`config.mk`:
```
export PLATFORM = sky130hd
export DESIGN_NAME = rwk_seq_top
export DESIGN_NICKNAME = d
export VERILOG_FILES = /design/src/rtl/rwk_pkg.sv /design/src/rtl/rwk_lock_timer.sv /design/src/rtl/rwk_elapsed.sv /design/src/rtl/rwk_ctrl_reg.sv /design/src/rtl/rwk_seq_top.sv
export SDC_FILE = /design/constraint.sdc
export NUM_CORES = 1
export LEC_CHECK = 0
export CORE_ASPECT_RATIO = 0.7
export CORE_UTILIZATION = 59
export CTS_BUF_LIST = sky130_fd_sc_hd__clkbuf_8
export CTS_CLUSTER_DIAMETER = 30
export DETAILED_ROUTE_END_ITERATION = 16
export DONT_BUFFER_PORTS = 1
export GPL_ROUTABILITY_DRIVEN = 0
export PLACE_DENSITY = 0.78
export SYNTH_ARGS = -nofsm -noshare
export SYNTH_HDL_FRONTEND = slang
export SYNTH_SLANG_ARGS = --single-unit
export TNS_END_PERCENT = 5
```
`constraint.sdc`:
```
create_clock -name clk_i -period 2.3 [get_ports clk_i]
set_clock_uncertainty 0.15 [all_clocks]
set_input_delay 0 -clock clk_i [delete_from_list [all_inputs] [get_ports clk_i]]
set_output_delay 0 -clock clk_i [all_outputs]
set_load 0.03 [all_outputs]
```
`src/rtl/rwk_pkg.sv`:
```
package rwk_pkg;
  typedef enum logic [2:0] {
    ST_LOW    = 3'd0,
    ST_SETTLE = 3'd1,
    ST_CFG    = 3'd2,
    ST_OPEN   = 3'd3,
    ST_SER    = 3'd4
  } rwk_state_e;

  localparam logic [7:0] WAKE_BYTE = 8'hDB;
  localparam int unsigned ADDR_W    = 4;
  localparam logic [ADDR_W-1:0] CTRL_ADDR = 4'd4;
  localparam int unsigned PD_BIT    = 4;
  localparam int unsigned SEREN_BIT = 3;
endpackage

```
`src/rtl/rwk_lock_timer.sv`:
```
module rwk_lock_timer #(
  parameter int unsigned LOCK_CYC = 32768
) (
  input  logic clk_i,
  input  logic rst_ni,
  input  logic lock_i,
  output logic stable_o
);
  localparam int unsigned CW = $clog2(LOCK_CYC + 1);
  localparam logic [CW-1:0] CMAX = CW'(LOCK_CYC);

  logic [CW-1:0] cnt_q;

  always_ff @(posedge clk_i or negedge rst_ni) begin
    if (!rst_ni)          cnt_q <= '0;
    else if (!lock_i)     cnt_q <= '0;
    else if (cnt_q != CMAX) cnt_q <= cnt_q + 1'b1;
  end

  assign stable_o = (cnt_q == CMAX);

  assert_lock_restart_R9: assert property (@(posedge clk_i) disable iff (!rst_ni)
    !lock_i |=> !stable_o);
endmodule

```
`src/rtl/rwk_elapsed.sv`:
```
module rwk_elapsed #(
  parameter int unsigned SETTLE_CYC = 20000,
  parameter int unsigned WINDOW_CYC = 14000000
) (
  input  logic clk_i,
  input  logic rst_ni,
  input  logic clr_i,
  input  logic run_i,
  output logic settle_done_o,
  output logic expire_o
);
  localparam int unsigned CW = $clog2(WINDOW_CYC + 1);
  localparam logic [CW-1:0] LAST = CW'(WINDOW_CYC - 1);
  localparam logic [CW-1:0] SLAST = CW'(SETTLE_CYC - 1);

  logic [CW-1:0] cnt_q;

  always_ff @(posedge clk_i or negedge rst_ni) begin
    if (!rst_ni)                    cnt_q <= '0;
    else if (clr_i)                 cnt_q <= '0;
    else if (run_i && cnt_q != LAST) cnt_q <= cnt_q + 1'b1;
  end

  assign settle_done_o = (cnt_q == SLAST);
  assign expire_o      = (cnt_q == LAST);
endmodule

```
`src/rtl/rwk_ctrl_reg.sv`:
```
module rwk_ctrl_reg
  import rwk_pkg::*;
(
  input  logic       clk_i,
  input  logic       rst_ni,
  input  logic       set_local_i,
  input  logic       force_lp_i,
  input  logic       wr_i,
  input  logic [7:0] wr_data_i,
  output logic       pd_o,
  output logic       ser_en_o
);
  always_ff @(posedge clk_i or negedge rst_ni) begin
    if (!rst_ni) begin
      pd_o     <= 1'b1;
      ser_en_o <= 1'b0;
    end else if (set_local_i) begin
      pd_o     <= 1'b0;
      ser_en_o <= 1'b1;
    end else if (force_lp_i) begin
      pd_o     <= 1'b1;
      ser_en_o <= 1'b0;
    end else if (wr_i) begin
      pd_o     <= wr_data_i[PD_BIT];
      ser_en_o <= wr_data_i[SEREN_BIT];
    end
  end

  assert_force_lp_R8: assert property (@(posedge clk_i) disable iff (!rst_ni)
    force_lp_i |=> (pd_o && !ser_en_o));
endmodule

```
`src/rtl/rwk_seq_top.sv`:
```
module rwk_seq_top
  import rwk_pkg::*;
#(
  parameter int unsigned CLK_KHZ   = 200000,
  parameter int unsigned SETTLE_US = 100,
  parameter int unsigned WINDOW_MS = 70,
  parameter int unsigned LOCK_CYC  = 32768
) (
  input  logic              clk_i,
  input  logic              rst_ni,
  input  logic              remote_strap_i,
  input  logic              rx_valid_i,
  input  logic [7:0]        rx_byte_i,
  input  logic              wr_en_i,
  input  logic [ADDR_W-1:0] wr_addr_i,
  input  logic [7:0]        wr_data_i,
  input  logic              lock_i,
  output logic              analog_wake_o,
  output logic              cc_ready_o,
  output logic              ser_active_o,
  output logic              pd_o,
  output logic              ser_en_o,
  output logic [2:0]        state_o
);
  localparam int unsigned SETTLE_CYC = (CLK_KHZ * SETTLE_US) / 1000;
  localparam int unsigned WINDOW_CYC = CLK_KHZ * WINDOW_MS;

  rwk_state_e state_q, state_d;
  logic boot_q;
  logic wake_hit, wr_hit, pd_req, pd_clear;
  logic settle_done, expire, lock_ok;
  logic set_local, force_lp;

  assign cc_ready_o    = (state_q == ST_CFG) || (state_q == ST_OPEN);
  assign analog_wake_o = (state_q != ST_LOW);
  assign ser_active_o  = (state_q == ST_SER);
  assign state_o       = state_q;

  assign wake_hit = rx_valid_i && (rx_byte_i == WAKE_BYTE);
  assign wr_hit   = wr_en_i && (wr_addr_i == CTRL_ADDR) && cc_ready_o;
  assign pd_req   = wr_hit && wr_data_i[PD_BIT];
  assign pd_clear = wr_hit && !wr_data_i[PD_BIT];

  always_comb begin
    state_d = state_q;
    unique case (state_q)
      ST_LOW: begin
        if (!boot_q && !remote_strap_i) state_d = ST_OPEN;
        else if (wake_hit)              state_d = ST_SETTLE;
      end
      ST_SETTLE: begin
        if (expire)           state_d = ST_LOW;
        else if (settle_done) state_d = ST_CFG;
      end
      ST_CFG: begin
        if (pd_req)        state_d = ST_LOW;
        else if (pd_clear) state_d = ST_OPEN;
        else if (expire)   state_d = ST_LOW;
      end
      ST_OPEN: begin
        if (pd_req)                              state_d = ST_LOW;
        else if (ser_en_o && lock_ok && lock_i)  state_d = ST_SER;
      end
      ST_SER: if (!lock_i) state_d = ST_OPEN;
      default: state_d = ST_LOW;
    endcase
  end

  assign set_local = (state_q == ST_LOW) && !boot_q && !remote_strap_i;
  assign force_lp  = (state_q != ST_LOW) && (state_d == ST_LOW);

  always_ff @(posedge clk_i or negedge rst_ni) begin
    if (!rst_ni) begin
      state_q <= ST_LOW;
      boot_q  <= 1'b0;
    end else begin
      state_q <= state_d;
      boot_q  <= 1'b1;
    end
  end

  rwk_elapsed #(
    .SETTLE_CYC(SETTLE_CYC),
    .WINDOW_CYC(WINDOW_CYC)
  ) u_elapsed (
    .clk_i         (clk_i),
    .rst_ni        (rst_ni),
    .clr_i         ((state_q == ST_LOW) && (state_d == ST_SETTLE)),
    .run_i         ((state_q == ST_SETTLE) || (state_q == ST_CFG)),
    .settle_done_o (settle_done),
    .expire_o      (expire)
  );

  rwk_lock_timer #(.LOCK_CYC(LOCK_CYC)) u_lock (
    .clk_i    (clk_i),
    .rst_ni   (rst_ni),
    .lock_i   (lock_i),
    .stable_o (lock_ok)
  );

  rwk_ctrl_reg u_reg (
    .clk_i       (clk_i),
    .rst_ni      (rst_ni),
    .set_local_i (set_local),
    .force_lp_i  (force_lp),
    .wr_i        (wr_hit && !pd_req),
    .wr_data_i   (wr_data_i),
    .pd_o        (pd_o),
    .ser_en_o    (ser_en_o)
  );

  assert_wake_only_R3: assert property (@(posedge clk_i) disable iff (!rst_ni)
    (state_q == ST_LOW && !wake_hit) |=> (state_q != ST_SETTLE));

  assert_window_expiry_R6: assert property (@(posedge clk_i) disable iff (!rst_ni)
    (state_q == ST_CFG && expire && !pd_clear) |=> (state_q == ST_LOW));

  assert_open_pd_clear_R7: assert property (@(posedge clk_i) disable iff (!rst_ni)
    (state_q == ST_OPEN) |-> !pd_o);

  assert_ser_gate_R9: assert property (@(posedge clk_i) disable iff (!rst_ni)
    (state_q == ST_SER) |-> (ser_en_o && !pd_o));

  assert_cfg_after_settle_R4: assert property (@(posedge clk_i) disable iff (!rst_ni)
    (state_q == ST_SETTLE && !settle_done) |=> (state_q != ST_CFG));
endmodule

```
==> results.ini <==
[global_route]
grt_pass1_wl_um=10900
grt_pass1_vias=2278
grt_max_degree=47
grtUsageTotal_pct=28.5
grt_remaining_overflow=0
grt_antenna_before_repair=0

[worst_setup_path]
r2r_end=u_reg.ser_en_o
rrSetupSlack_ns=0.04
path_common_cell=dlygate4sd3_1
cp_slowest_cell=dlygate4sd3_1
crit_path_cell_trace=dlygate4sd3_1 -> nand2_1 -> dlygate4sd3_1 -> or4_4 -> dlygate4sd3_1 -> nand3_1
timing.rr.start=u_elapsed.cnt_q[8]
worstSetupPathType=in -> reg
cp-start-kind=input port
worstPathRequired_ns=2.39
cp-end-kind=flop
crit_arrival_ns=2.37
reg2reg_depth=6
critPathMaxFanout=2
critPathMaxStageDelay_ns=0.58

[sta]
hold_slack_ns=-0.00412
period_minus_slack_ns=2.29
drv_slew=0
relSlewSlack_pct=49.5
worst_pin_slew_ns=0.747
setup_viol=0
hold_viol_final=1
fin_crit_sh_pct=99.4
rsz0062_at_grt=yes
max_clock_freq_ghz=0.437

[worst_hold_path]
worstHoldStart=wr_data_i[4]
min_to=state_o[0]
hp-class=in -> reg
hold_depth=4

[detailed_routing]
wl_per_cell_um=17.0
drt_iter0_drc=237
drtPass1Iterations=5
vias=2394
wl_um=6630
viasPerCell=6.14
drc=0
ant_nets=0

[die]
core_um2=4380
die_h_um=58.6
num_rows=20
fp.dieW_um=82.9
io_pins=34
initial_core_util_pct=61.7
fp.dieArea_um2=4860

[synthesis]
yosysUniqueCellTypes=51
synth-main-ff-cell=dfrtp_1
synth_edf_count=0
synth_fp_nets=313
synth_async_sr_flop_share_pct=100
syn_inst=284
syn_avg_cell_area_um2=9.52
ys_ff_latch=46
yosys_warnings=0
syn_area_um2=2700
ys_seq_area_share_pct=42.6

[placed_design]
dpl.hpwl_um=4440
dp_cells=370
placed_cell_area_um2=3040
port_buffers=0

[clock_tree]
tritoncts=done
clkSinkCount=46
cts-root-buf=clkbuf_8
clockBufferDepth=2
clock_latency_ns=0.30
cts_buffers=5
cts_max_level=2
clk_pin_slew_ns=0.08

[cells_and_area]
fillers=296
final_cell_area_um2=3340
final_cells=390
fin_nets=363
layout-drive-gt1-share_pct=23.0
area_growth_syn_to_layout_pct=23.6
antenna_cells=0

[outcome]
violations=hold timing
outcome=finished, violations left

[power_and_ir_drop]
peakVddDrop_uv=661
leakagePower_nw=1.31
power_density_nw_per_um2=1010

[run]
cap_violations=0

==> synthesized netlist by cell type, drive strengths merged, types with 2 or more instances <==
library cell / instances / area (um^2)
nand2: 19 / 71.3
nor3: 3 / 15.0
nand2b: 2 / 12.5
nor2b: 4 / 25.0
nor2: 21 / 78.8
nand3: 17 / 85.1
clkbuf: 4 / 15.0
o41ai: 2 / 17.5
a21oi: 13 / 68.8
nor4b: 2 / 17.5
a21boi: 6 / 45.0
or3: 8 / 50.1
nor4: 9 / 83.8
and4: 4 / 35.0
nand4b: 2 / 17.5
ha: 3 / 37.5
or4b: 2 / 20.0
and2: 11 / 68.8
xnor2: 11 / 96.3
xor2: 15 / 131
nand4: 16 / 100
a211oi: 3 / 22.5
inv: 7 / 26.3
o21ai: 9 / 45.0
and3: 5 / 31.3
or4: 9 / 75.1
o31ai: 6 / 45.0
nand3b: 5 / 37.5
dfrtp: 45 / 1130
buf: 5 / 37.5
==> how the worst max path moves through the flow <==
stage / start / depth (start not counted) / endpoint / slack [ns]
after floorplan: state_o[0] / 6 / u_elapsed.cnt_q[9] / -0.24
after global placement: u_elapsed.cnt_q[13] / 6 / u_elapsed.cnt_q[9] / -0.01
after detailed placement: u_elapsed.cnt_q[13] / 6 / u_elapsed.cnt_q[9] / -0.04
after CTS: u_elapsed.cnt_q[13] / 6 / u_elapsed.cnt_q[13] / -0.05
after global routing: u_elapsed.cnt_q[19] / 6 / u_elapsed.cnt_q[5] / -0.02
final: rx_byte_i[6] / 6 / state_o[0] / 0.01
==> critical path, delay by kind of cell <==
kind          cells  cell delay, ns
simple gates      3            0.70
buf+inv           3            1.68
==> stage by stage <==
step | util, % | setup slack (ns) | hold WS (ns) | total power, mW | setup TNS [ns]
5_1_grt | 76.3 | -0.0247 | 0.0118 | 3.60 | -0.161
2_1_floorplan | - | -0.239 | -0.446 | 2.26 | -4.99
6_report | 76.3 | 0.0136 | -0.00412 | 3.39 | 0
3_5_place_dp | 69.5 | -0.0358 | -0.445 | 2.74 | -0.694
4_1_cts | 74.5 | -0.0528 | 0.00321 | 3.30 | -1.07
3_3_place_gp | 69.5 | -0.0109 | -0.445 | 2.70 | -0.103
==> timing repair <==
action / 4_1_cts / 5_1_grt
endpoints found under the setup margin: 26 / 28
resized for setup: 1 / 16
hold buffers: 11 / 0
buffers inserted: 0 / 1
endpoints found under the hold margin: 66 / 0
pin swaps: 0 / 3
==> routing by layer <==
layer / track usage [%] / up-vias / wire, um
met4: 7.88 / 0 / 44
li1: - / 1155 / -
met3: 5.75 / 6 / 423
met1: 41.6 / 1150 / 3090
met2: 43.9 / 83 / 3070
met5: 0 / - / 0
==> cell usage in the layout (no fill, tap or decap), types with 7 or more instances in the layout <==
cell | Yosys | layout
xor2_1 | 15 | 15
nor2_1 | 21 | 21
nand2_1 | 19 | 18
buf_4 | 0 | 39
or4_1 | 7 | 7
inv_1 | 7 | 7
or3_1 | 8 | 7
nand3_1 | 17 | 17
dlygate4sd3_1 | 0 | 10
xnor2_1 | 11 | 11
a21oi_1 | 12 | 10
o21ai_0 | 9 | 8
and2_1 | 11 | 11
dfrtp_1 | 45 | 43
nand4_1 | 16 | 16
==> area by class of cell <==
class | count | area (um^2) | area share, %
well taps | 55 | 68.8 | 2.06
repair buffers | 52 | 452 | 13.5
flip-flops and latches | 46 | 1150 | 34.6
inverters | 7 | 26.3 | 0.787
clock buffers | 6 | 82.6 | 2.47
clock inverters | 2 | 8.76 | 0.262
multi-input cells | 222 | 1550 | 46.3
==> power breakdown <==
group / internal (mW) / total (mW) / switching (mW)
combinational: 0.693 / 1.58 / 0.889
sequential: 1.05 / 1.29 / 0.232
clock: 0.239 / 0.520 / 0.282
==> kinds of logic after synthesis <==
family | after synthesis | share of synthesized area [%]
other | 1 | 0.139
xor gates and xnor gates | 26 | 8.42
adders and majority gates | 3 | 1.39
DFF | 46 | 42.6
AOI/OAI and AO/OA | 49 | 12.8
buffers and inverters | 16 | 2.92
muxes | 1 | 0.370
and+or+nand+nor | 142 | 31.3
==> sequential cells by signal, summed over array words and instances, names as in the netlist <==
| register | flops |
|---|---|
| u_lock.cnt_q | 16 |
| boot_q | 1 |
| u_reg.ser_en_o | 1 |
| u_elapsed.cnt_q | 24 |
| state_o | 3 |
| u_reg.pd_o | 1 |
Note: power is estimated with default switching activity, not from simulation.
